$ cat src/rtl/gpl_pkg.sv
package gpl_pkg;
   // register word index = byte address bits 4:2
   typedef enum logic [2:0] {
      W_DOUT = 3'd0,
      W_OE   = 3'd1,
      W_DIN  = 3'd2,
      W_STAT = 3'd3,
      W_POLA = 3'd4,
      W_IEN  = 3'd5,
      W_POLB = 3'd6,
      W_MUX  = 3'd7
   } gpl_word_e;

   localparam int GPL_GROUP_LINES = 8;
   localparam int GPL_POL_STRIDE  = 4;
   localparam int GPL_WORD_LSB    = 2;
   localparam int GPL_WORD_BITS   = 3;
endpackage

$ cat src/rtl/gpl_sync.sv
module gpl_sync #(
   parameter int WIDTH  = 12,
   parameter int STAGES = 2
) (
   input  logic             clk,
   input  logic             rst_n,
   input  logic [WIDTH-1:0] din,
   output logic [WIDTH-1:0] dout
);
   logic [WIDTH-1:0] chain_q [STAGES];

   always_ff @(posedge clk or negedge rst_n) begin
      if (!rst_n) begin
         for (int s = 0; s < STAGES; s++) chain_q[s] <= '0;
      end else begin
         chain_q[0] <= din;
         for (int s = 1; s < STAGES; s++) chain_q[s] <= chain_q[s-1];
      end
   end

   assign dout = chain_q[STAGES-1];
endmodule

$ cat src/rtl/gpl_line_det.sv
module gpl_line_det (
   input  logic clk,
   input  logic rst_n,
   input  logic level,
   input  logic pol_we,
   input  logic pol_wbit,
   input  logic clr,
   output logic pol,
   output logic stat
);
   logic active;

   always_ff @(posedge clk or negedge rst_n) begin
      if (!rst_n)      pol <= 1'b0;
      else if (pol_we) pol <= pol_wbit;
   end

   // 0 = active high, 1 = active low
   assign active = level ^ pol;

   // an acknowledge wins for one cycle; a live source sets the bit again next edge
   always_ff @(posedge clk or negedge rst_n) begin
      if (!rst_n)      stat <= 1'b0;
      else if (clr)    stat <= 1'b0;
      else if (active) stat <= 1'b1;
   end
endmodule

$ cat src/rtl/gpio_lvlirq_port.sv
module gpio_lvlirq_port
   import gpl_pkg::*;
#(
   parameter int NUM_LINES   = 12,
   parameter int DATA_W      = 32,
   parameter int ADDR_W      = 8,
   parameter int SYNC_STAGES = 2
) (
   input  logic                 clk,
   input  logic                 rst_n,
   input  logic                 bus_sel,
   input  logic                 bus_wr,
   input  logic [ADDR_W-1:0]    bus_addr,
   input  logic [DATA_W-1:0]    bus_wdata,
   output logic [DATA_W-1:0]    bus_rdata,
   input  logic [NUM_LINES-1:0] pin_in,
   output logic [NUM_LINES-1:0] pin_out,
   output logic [NUM_LINES-1:0] pin_oe,
   output logic                 irq_out
);
   localparam int WORD_MSB = GPL_WORD_LSB + GPL_WORD_BITS - 1;
   localparam int MAX_LINES = 2 * GPL_GROUP_LINES;

   if (NUM_LINES < 1 || NUM_LINES > MAX_LINES) begin : g_bad_lines
      $error("NUM_LINES must be 1..%0d", MAX_LINES);
   end
   if (DATA_W != GPL_POL_STRIDE * GPL_GROUP_LINES) begin : g_bad_width
      $error("DATA_W must equal polarity stride times group size");
   end
   if (ADDR_W <= WORD_MSB + 1) begin : g_bad_addr
      $error("ADDR_W must exceed %0d", WORD_MSB + 1);
   end
   if (SYNC_STAGES < 2) begin : g_bad_sync
      $error("SYNC_STAGES must be at least 2");
   end

   logic [NUM_LINES-1:0] dout_q, oe_q, en_q, stat_q, pol_q, sync_q;
   logic [DATA_W-1:0]    mux_q;
   logic [DATA_W-1:0]    pol_rd_a, pol_rd_b;
   logic [DATA_W-1:0]    pol_spread [NUM_LINES];
   logic                 hit, wr_hit;
   gpl_word_e            word;

   assign hit    = bus_sel && (bus_addr[ADDR_W-1:WORD_MSB+1] == '0);
   assign wr_hit = hit && bus_wr;
   assign word   = gpl_word_e'(bus_addr[WORD_MSB:GPL_WORD_LSB]);

   gpl_sync #(.WIDTH(NUM_LINES), .STAGES(SYNC_STAGES)) u_sync (
      .clk  (clk),
      .rst_n(rst_n),
      .din  (pin_in),
      .dout (sync_q)
   );

   always_ff @(posedge clk or negedge rst_n) begin
      if (!rst_n) begin
         dout_q <= '0;
         oe_q   <= '0;
         en_q   <= '0;
         mux_q  <= '0;
      end else if (wr_hit) begin
         case (word)
            W_DOUT:  dout_q <= bus_wdata[NUM_LINES-1:0];
            W_OE:    oe_q   <= bus_wdata[NUM_LINES-1:0];
            W_IEN:   en_q   <= bus_wdata[NUM_LINES-1:0];
            W_MUX:   mux_q  <= bus_wdata;
            default: ;
         endcase
      end
   end

   for (genvar n = 0; n < NUM_LINES; n++) begin : g_line
      localparam gpl_word_e PW = (n < GPL_GROUP_LINES) ? W_POLA : W_POLB;
      localparam int        PB = GPL_POL_STRIDE * (n % GPL_GROUP_LINES);
      logic pol_n, stat_n;

      gpl_line_det u_det (
         .clk     (clk),
         .rst_n   (rst_n),
         .level   (sync_q[n]),
         .pol_we  (wr_hit && (word == PW)),
         .pol_wbit(bus_wdata[PB]),
         .clr     (wr_hit && (word == W_STAT) && bus_wdata[n]),
         .pol     (pol_n),
         .stat    (stat_n)
      );

      assign pol_q[n]      = pol_n;
      assign stat_q[n]     = stat_n;
      assign pol_spread[n] = DATA_W'(pol_n) << PB;
   end

   always_comb begin
      pol_rd_a = '0;
      pol_rd_b = '0;
      for (int n = 0; n < NUM_LINES; n++) begin
         if (n < GPL_GROUP_LINES) pol_rd_a = pol_rd_a | pol_spread[n];
         else                     pol_rd_b = pol_rd_b | pol_spread[n];
      end
   end

   always_comb begin
      bus_rdata = '0;
      if (hit) begin
         case (word)
            W_DOUT: bus_rdata = DATA_W'(dout_q);
            W_OE:   bus_rdata = DATA_W'(oe_q);
            W_DIN:  bus_rdata = DATA_W'(sync_q);
            W_STAT: bus_rdata = DATA_W'(stat_q);
            W_POLA: bus_rdata = pol_rd_a;
            W_IEN:  bus_rdata = DATA_W'(en_q);
            W_POLB: bus_rdata = pol_rd_b;
            W_MUX:  bus_rdata = mux_q;
            default: bus_rdata = '0;
         endcase
      end
   end

   assign pin_oe  = oe_q;
   assign pin_out = dout_q & oe_q;
   assign irq_out = |(stat_q & en_q);
endmodule

$ cat config.mk
export PLATFORM = sky130hd
export DESIGN_NAME = gpio_lvlirq_port
export DESIGN_NICKNAME = d
export VERILOG_FILES = /design/src/rtl/gpl_pkg.sv /design/src/rtl/gpl_sync.sv /design/src/rtl/gpl_line_det.sv /design/src/rtl/gpio_lvlirq_port.sv
export SDC_FILE = /design/constraint.sdc
export NUM_CORES = 1
export LEC_CHECK = 0
export CAP_MARGIN = 20
export CORE_ASPECT_RATIO = 0.5
export CORE_MARGIN = 8
export CORE_UTILIZATION = 50
export CTS_CLUSTER_SIZE = 20
export DETAILED_ROUTE_END_ITERATION = 8
export PLACE_DENSITY_LB_ADDON = 0.3
export SYNTH_ARGS = -nofsm -noshare
export SYNTH_HDL_FRONTEND = slang
export SYNTH_HIERARCHICAL = 1
export SYNTH_SLANG_ARGS = --single-unit
$ cat constraint.sdc
create_clock -name clk -period 7.9 [get_ports clk]
set_input_delay 2.37 -clock clk [delete_from_list [all_inputs] [get_ports clk]]
set_output_delay 2.37 -clock clk [all_outputs]
set_load 0.005 [all_outputs]
Word level (Yosys, flattened, before mapping)
Cells that the tools add are included.

cells by class
  multiplexer cells = 26
  reductions and logical operators = 36
  equal/unequal tests = 7
  bitwise gates (word level) = 24

operators by type and width
  kind                  number
  $pmux W32 S8          1
  $mux W32              1
  $or A25 B29 Y29       1
  $or A9 B13 Y13        2
  $or A21 B25 Y25       1
  $and A12 B12 Y12      2
  $mux W1               24
  $reduce_bool A2 Y1    12
  $or A17 B21 Y21       1
  $or A5 B9 Y9          2
  $logic_and A1 B1 Y1   17
  $or A13 B17 Y17       1
  $eq A3 B3 Y1 const B  4
  $reduce_or A12 Y1     1
  $xor A1 B1 Y1         12
  $or A1 B5 Y5          2
  $reduce_and A2 Y1     4
  $eq A3 B2 Y1 const B  2
  $logic_not A3 Y1      2
  $eq A3 B1 Y1 const B  1

storage, ports and cells
  bits in registers = 116
  output and inout bits = 57
  bits of input ports = 56
  word-level logic and storage cells = 123

Depth between registers and ports, before layout
Gate-level depths: netlist (run 1).

  depth in word-level cells = 9
  gate-level depth with buffers = 6
  mapped depth without buffers = 5

By module
Netlist (run 1), hierarchy kept.

modules (own cells, without submodules)
  module            instances  area an instance (µm²)  seq. area each (µm²)  cells an instance
  gpio_lvlirq_port  1          3,880.0                 1,701.6               317
  gpl_line_det      12         78.8                    50.0                  6
  gpl_sync          1          690.7                   600.6                 36

Worst setup path before layout (run 1)
Ideal clock, no wire load.

  kind = input to output
  from = input bus_addr[3]
  to = output bus_rdata[0]
  buffers on the path = 2
  required time = 5,530 ps
  setup slack = 2,099 ps
  arrival = 3,431 ps
  stages = 6
  cells stage by stage = buf_2 buf_2 inv_1 a221oi_1 a21oi_1 o221a_2

between the ends
  longest elaborated chain between the ends = 3
  elaborated cells on any way between the ends = 10
  classes of those cells = eq/ne: 7; mux: 2; reduce/logical: 1

RTL lines
  element                                     RTL line                 source
  start, declared                             gpio_lvlirq_port.sv:13   input logic [ADDR_W-1:0] bus_addr,
  $eq A3 B3 Y1, or another cell as far along  gpio_lvlirq_port.sv:105  case (word)
  $pmux W32 S8 (*)                            gpio_lvlirq_port.sv:105
  $mux W32 (*)                                gpio_lvlirq_port.sv:104  if (hit) begin
  end, declared                               gpio_lvlirq_port.sv:15   output logic [DATA_W-1:0] bus_rdata,

Mark *: on every way between the ends. The rest lies on a longest branch, timed or not.

Final worst setup path (run 1)
  from = input bus_addr[3]
  to = output bus_rdata[21]

The elaborated chain is that of the path after synthesis.

==> run metrics, run 1 <==
status=completed; Routed WL=14.0 mm; Peak VDD IR=0.168 mV; GRT overflow=0; Ports=113; Post-synth EDFFs=0; Layout area overhead=33.0%; Hold-fix buffers, CTS=0; worst-case clock buffer depth=2; # port buffers=110; Die X=165 um; PostCTS Resize Cnt=0; Die Ht=90.3 um; largest net degree at the start of global routing=60; Starting Density=50.7%; Post-Syn Area per Cell=13.0 um2; Global Route Usage Sum=19.3%; setup slack after layout=571 ps; post-DP HPWL=9.44 mm; largest area contributor in the netlist=dfrtp_1; CP arrival=4960 ps; ratio of cells with drive above 1 in the final layout=23.1%; Min Hold Slack=346 ps; dpl ws=588 ps; R2R setup slack=6900 ps; YS warnings=6; router iterations before antenna repair=4; final hold vios=0; Core Util, Final=67.5%; leakage=3.44 nW; cell row count=27; setup repair bufs after CTS=0; clk sinks=116; Syn Nets=481; #FFs+latches synth=116; Power Dens Cells=232 mW/mm2; Main synth FF type=dfrtp_1; global-route wire length before repair=22.2 mm; Worst setup SP type=primary input; Max FO, Critical Path=16; routability cong.=0.837; Slew Viols, Final=0; top cell type's share of synthesized area=52.6%; Max-slew headroom=44.9%; Unique masters post-synth=36; worst skew pair latency=410 ps; max_cap viols=0; initial antenna violation count=0; ratio of final minimum period to clock period=92.8%; Core Footprint=0.0109 mm2; vias post-DR=3769; Period minus WS final=7330 ps; Die ar.=0.0149 mm2; CTS Buf Count=17; DR DRC count=0; CTS tree=yes; Slew @ Worst Pin=819 ps; Required @ worst endpoint=5530 ps; Iter 0 DRT Violations=277; unrepaired setup endpoints after global routing=false; Worst setup EP type=output port; vias in the first global route=4080; Root Buffer=clkbuf_16; Final ANT Viol Nets=0; synthesized area=0.00552 mm2; skew final=8.13 ps; ys async rst share=100%; Max Freq=136 MHz; antenna diode count=0; Post-Syn Instances=425; # setup viols final=0; worst hold path type=register to register; total negative setup slack=0 ps; Finished Layout Cells=690; post-synthesis sequential area ratio=52.6%; clock-pin slew on the worst setup and hold paths=50 ps; WL/cell=20.3 um; number of vias per cell=5.46; Synth area leaders=dfrtp_1, mux2_4, mux2_2; Worst Setup Path Type=primary input to output port; Inst Count DP=658; layout net count=588; H-tree Lvls=4
[placed cells by master, fill, tap and decap left out, drive strengths merged, types with 12 or more instances in the layout]
cell / netlist / final
xnor2: 12 / 12
nand2: 13 / 13
and2: 42 / 42
nor2: 12 / 12
clkbuf: 4 / 23
a21oi: 21 / 21
dfrtp: 116 / 116
inv: 17 / 17
mux2: 85 / 85
clkdlybuf4s50: 0 / 109
[power breakdown]
group	leakage [nW]	switching [mW]	total, mW	internal, mW
combinational	1.64	0.0642	0.163	0.0989
sequential	1.47	0.0308	0.666	0.635
clock	0.327	0.258	0.873	0.616
total	3.44	0.353	1.70	1.35
[cell type report]
type	instances	area [um2]
tap	145	181
clock inverter	9	198
timing repair buffer	119	1180
clock buffer	23	478
multi-input combinational	260	2340
fill	813	3540
sequential	116	2900
inverter	18	67.6
[Yosys cell counts (3+ instances only)]
| cell | n |
|---|---|
| o221a_2 | 3 |
| mux2_4 | 40 |
| nand2b_1 | 3 |
| buf_2 | 9 |
| nand3_1 | 6 |
| mux2_2 | 33 |
| xnor2_1 | 12 |
| dfrtp_1 | 116 |
| o21ai_0 | 7 |
| a22o_1 | 3 |
| mux2_1 | 12 |
| o22ai_1 | 4 |
| and2_1 | 41 |
| nor2_1 | 12 |
| inv_1 | 17 |
| mux2i_1 | 8 |
| nand2_1 | 13 |
| buf_6 | 5 |
| buf_4 | 12 |
| clkbuf_1 | 4 |
| a21oi_1 | 21 |
| nor2b_1 | 5 |
| o2bb2ai_1 | 4 |
| a22oi_1 | 11 |
| mux4_2 | 5 |
| a221oi_1 | 6 |
[routing by layer]
metal / vias to the layer above / GRT usage (%) / share of wire [%]
li1: 1701 / - / -
met1: 1924 / 25.4 / 44
met2: 130 / 29.3 / 46
met3: 14 / 7.46 / 9.7
met4: 0 / 5.22 / 0.97
met5: - / 0 / 0
[cells by family after synthesis]
kind of cell / count (synthesis) / synth area share, %
AOI/OAI and AO/OA: 59 / 7.17
xor gates and xnor gates: 12 / 1.91
buffers and inverters: 49 / 5.03
DFF: 116 / 52.6
muxes: 98 / 23.6
and+or+nand+nor: 91 / 9.71
[state kept, by name, indices dropped and copies added (netlist names)]
name	cells
mux_q	32
dout_q	12
en_q	12
g_line.u_det/pol	12
g_line.u_det/stat	12
pin_oe	12
u_sync/chain_q	12
u_sync/dout	12
[path summary, 6_finish.rpt]
check	from	to	cells after the start
setup / recovery	bus_addr[3]	bus_rdata[21]	5
setup reg to reg	u_sync/dout[5]	g_line[5].u_det/stat	2
max in group asynchronous	rst_n	mux_q[7]	2
hold / removal	u_sync/chain_q[19]	u_sync/dout[7]	0
hold reg to reg	u_sync/chain_q[19]	u_sync/dout[7]	0
min in group asynchronous	rst_n	mux_q[15]	1
[critical path, stage by stage]
cell	delay, ps
clkdlybuf4s50_1	970
and2_1	350
and3_1	530
and2_1	210
clkdlybuf4s50_1	510
[per-stage QoR]
step | instance area, um2 | power (mW)
global placement | 6660 | 0.832
CTS | 7340 | 1.72
floorplan | 5520 | 0.754
global route | 7340 | 1.76
finish | 7340 | 1.70
detailed placement | 6660 | 0.837
No activity file was read; power rests on OpenSTA's default activity.
==> run 2: changes to the inputs <==
GPL_TIMING_DRIVEN = 0   (was not set)
==> run metrics, run 2 (synthesized netlist as in run 1, its figures left out) <==
critical path depth=7; layout net count=612; worst hold path type=register to register; CTS tree=yes; Final ANT Viol Nets=0; ratio of cells with drive above 1 in the final layout=26.0%; final instance area=0.00750 mm2; total negative setup slack=0 ps; Slew Viols, Final=0; post-DP HPWL=10.2 mm; Worst setup EP type=output port; worst hold endpoint=u_sync/dout[5]; worst-case clock buffer depth=2; switching power total=0.370 mW; worst hold path depth=0; peak per-stage delay on the critical path=510 ps; routability cong.=0.899; Max FO, Critical Path=10; worst r2r dst=g_line[5].u_det/stat; H-tree Lvls=4; clock-pin slew on the worst setup and hold paths=50 ps; Max stage delay cell, worst path=clkdlybuf4s50_1; Reg2Reg Depth=3; number of vias per cell=5.53; Required @ worst endpoint=5530 ps; worst hold start=u_sync/chain_q[17]; GRT overflow=0; FF-to-FF Start=u_sync/dout[5]; dpl ws=574 ps; ratio of final minimum period to clock period=93.0%; Power Dens Cells=227 mW/mm2; Core Footprint=0.0109 mm2; antenna diode count=0; Worst Setup Path Type=primary input to output port; CTS Buf Count=17; # port buffers=109; Comb pwr share=10.2%; placed cell areas=0.00684 mm2; Cell Chain, Critical Path=clkdlybuf4s50_1 > nor4b_2 > buf_2 > and3_1 > clkbuf_1 > and2_1 > clkdlybuf4s50_1; Die ar.=0.0149 mm2; Iter 0 DRT Violations=338; Period minus WS final=7350 ps; Min Hold Slack=342 ps; Layout area overhead=35.9%; Critical path buffers and inverters=4; largest net degree at the start of global routing=80; Starting Density=50.7%; vias post-DR=3947; Largest Register=mux_q; Finished Layout Cells=714; Root Buffer=clkbuf_16; Inst Count DP=682; PostCTS Resize Cnt=0; initial antenna violation count=0; Die X=165 um; Hold-fix buffers, CTS=0; vias in the first global route=4235; worst skew pair latency=420 ps; # setup viols final=0; max_cap viols=0; leakage=3.54 nW; Reg power frac=39.1%; most frequent cells in the layout=dfrtp_1, clkdlybuf4s50_1, and2_1, mux2_4, mux2_2; Max Freq=136 MHz; internal power=1.33 mW; max FFs per register=32; Routed WL=14.8 mm; WL/cell=20.7 um; Most Frequent Cell on Critical Path=clkdlybuf4s50_1; delay-heaviest family, CP=buffers and inverters; CP arrival=4980 ps; Slew @ Worst Pin=739 ps; router iterations before antenna repair=5; Worst setup SP type=primary input; setup repair bufs after CTS=0; Max-slew headroom=50.7%; Ports=113; skew final=11.0 ps; switch share=21.8%; Peak VDD IR=0.122 mV; DR DRC count=0; global-route wire length before repair=23.6 mm; unrepaired setup endpoints after global routing=false; Clock power frac=50.8%; status=completed; clk sinks=116; setup slack after layout=549 ps; cell row count=27; R2R setup slack=6840 ps; Global Route Usage Sum=20.8%; final hold vios=0; Die Ht=90.3 um; leading cell type in the layout, fill and taps excluded=dfrtp_1
run 2: cell types whose count changed in the layout (fill, tap and decap cells not counted), sizes merged:
| cell | previous run | this run |
|---|---|---|
| buf | 10 | 31 |
| bufinv | 6 | 5 |
| clkbuf | 23 | 27 |
| clkdlybuf4s50 | 109 | 108 |
| clkinv | 3 | 4 |
run 2: power groups by stage:
stage | Clock, mW | Combinational [mW] | Sequential, mW
floorplan | 0 | 0.0907 | 0.663
global placement | 0 | 0.166 | 0.671
detailed placement | 0 | 0.173 | 0.672
CTS | 0.870 | 0.174 | 0.663
global route | 0.902 | 0.187 | 0.669
finish | 0.863 | 0.173 | 0.664
run 2: worst max path at each step:
| stage | slack, ps | end | start |
|---|---|---|---|
| final | 550 | bus_rdata[27] | bus_addr[6] |
| after global routing | 400 | bus_rdata[26] | bus_addr[6] |
| after CTS | 580 | bus_rdata[27] | bus_addr[6] |
| after detailed placement | 570 | bus_rdata[29] | bus_addr[6] |
| after global placement | -8 | dout_q[2] | rst_n |
| after floorplan | 2100 | bus_rdata[0] | bus_addr[3] |
run 2: through the flow:
| stage | utilization [%] | power [mW] |
|---|---|---|
| final | 68.9 | 1.70 |
| after global routing | 68.9 | 1.76 |
| after CTS | 68.9 | 1.71 |
| after detailed placement | 62.8 | 0.845 |
| after global placement | 62.4 | 0.837 |
| after floorplan | - | 0.754 |
run 2: cell type report:
| type | instances | area (um2) |
|---|---|---|
| fill | 813 | 3380 |
| sequential | 116 | 2900 |
| multi-input combinational | 260 | 2340 |
| timing repair buffer | 112 | 1130 |
| clock buffer | 23 | 488 |
| buffer | 31 | 210 |
| tap | 145 | 181 |
| clock inverter | 9 | 173 |
| inverter | 18 | 67.6 |
run 2: per-layer routing:
layer  vias up  part of all wire (%)  global-route usage (%)
li1       1746                     -                       -
met1      1975                    45                    28.1
met2       200                    44                    29.9
met3        26                   9.4                    7.78
met4         0                   1.6                    7.45
met5         -                     0                       0
run 2: worst register-to-register path: cells and delay by family, from the launching register on:
kind / cells / cell delay (ps)
AOI/OAI and AO/OA: 1 / 130
xor gates and xnor gates: 1 / 320
buffers and inverters: 1 / 130
DFF: 1 / 360
==> run 3: changes to the inputs <==
==> constraint.sdc (replaced) <==
create_clock -name clk -period 7.9 [get_ports clk]
set_input_delay 1.58 -clock clk [delete_from_list [all_inputs] [get_ports clk]]
set_output_delay 1.58 -clock clk [all_outputs]
set_load 0.005 [all_outputs]
==> results of run 3 <==
The final DEF is identical to that of run 2. Status: completed.
Main changes from that run: setup slack after placement 574 ps -> 2150 ps; setup slack after layout 549 ps -> 2130 ps
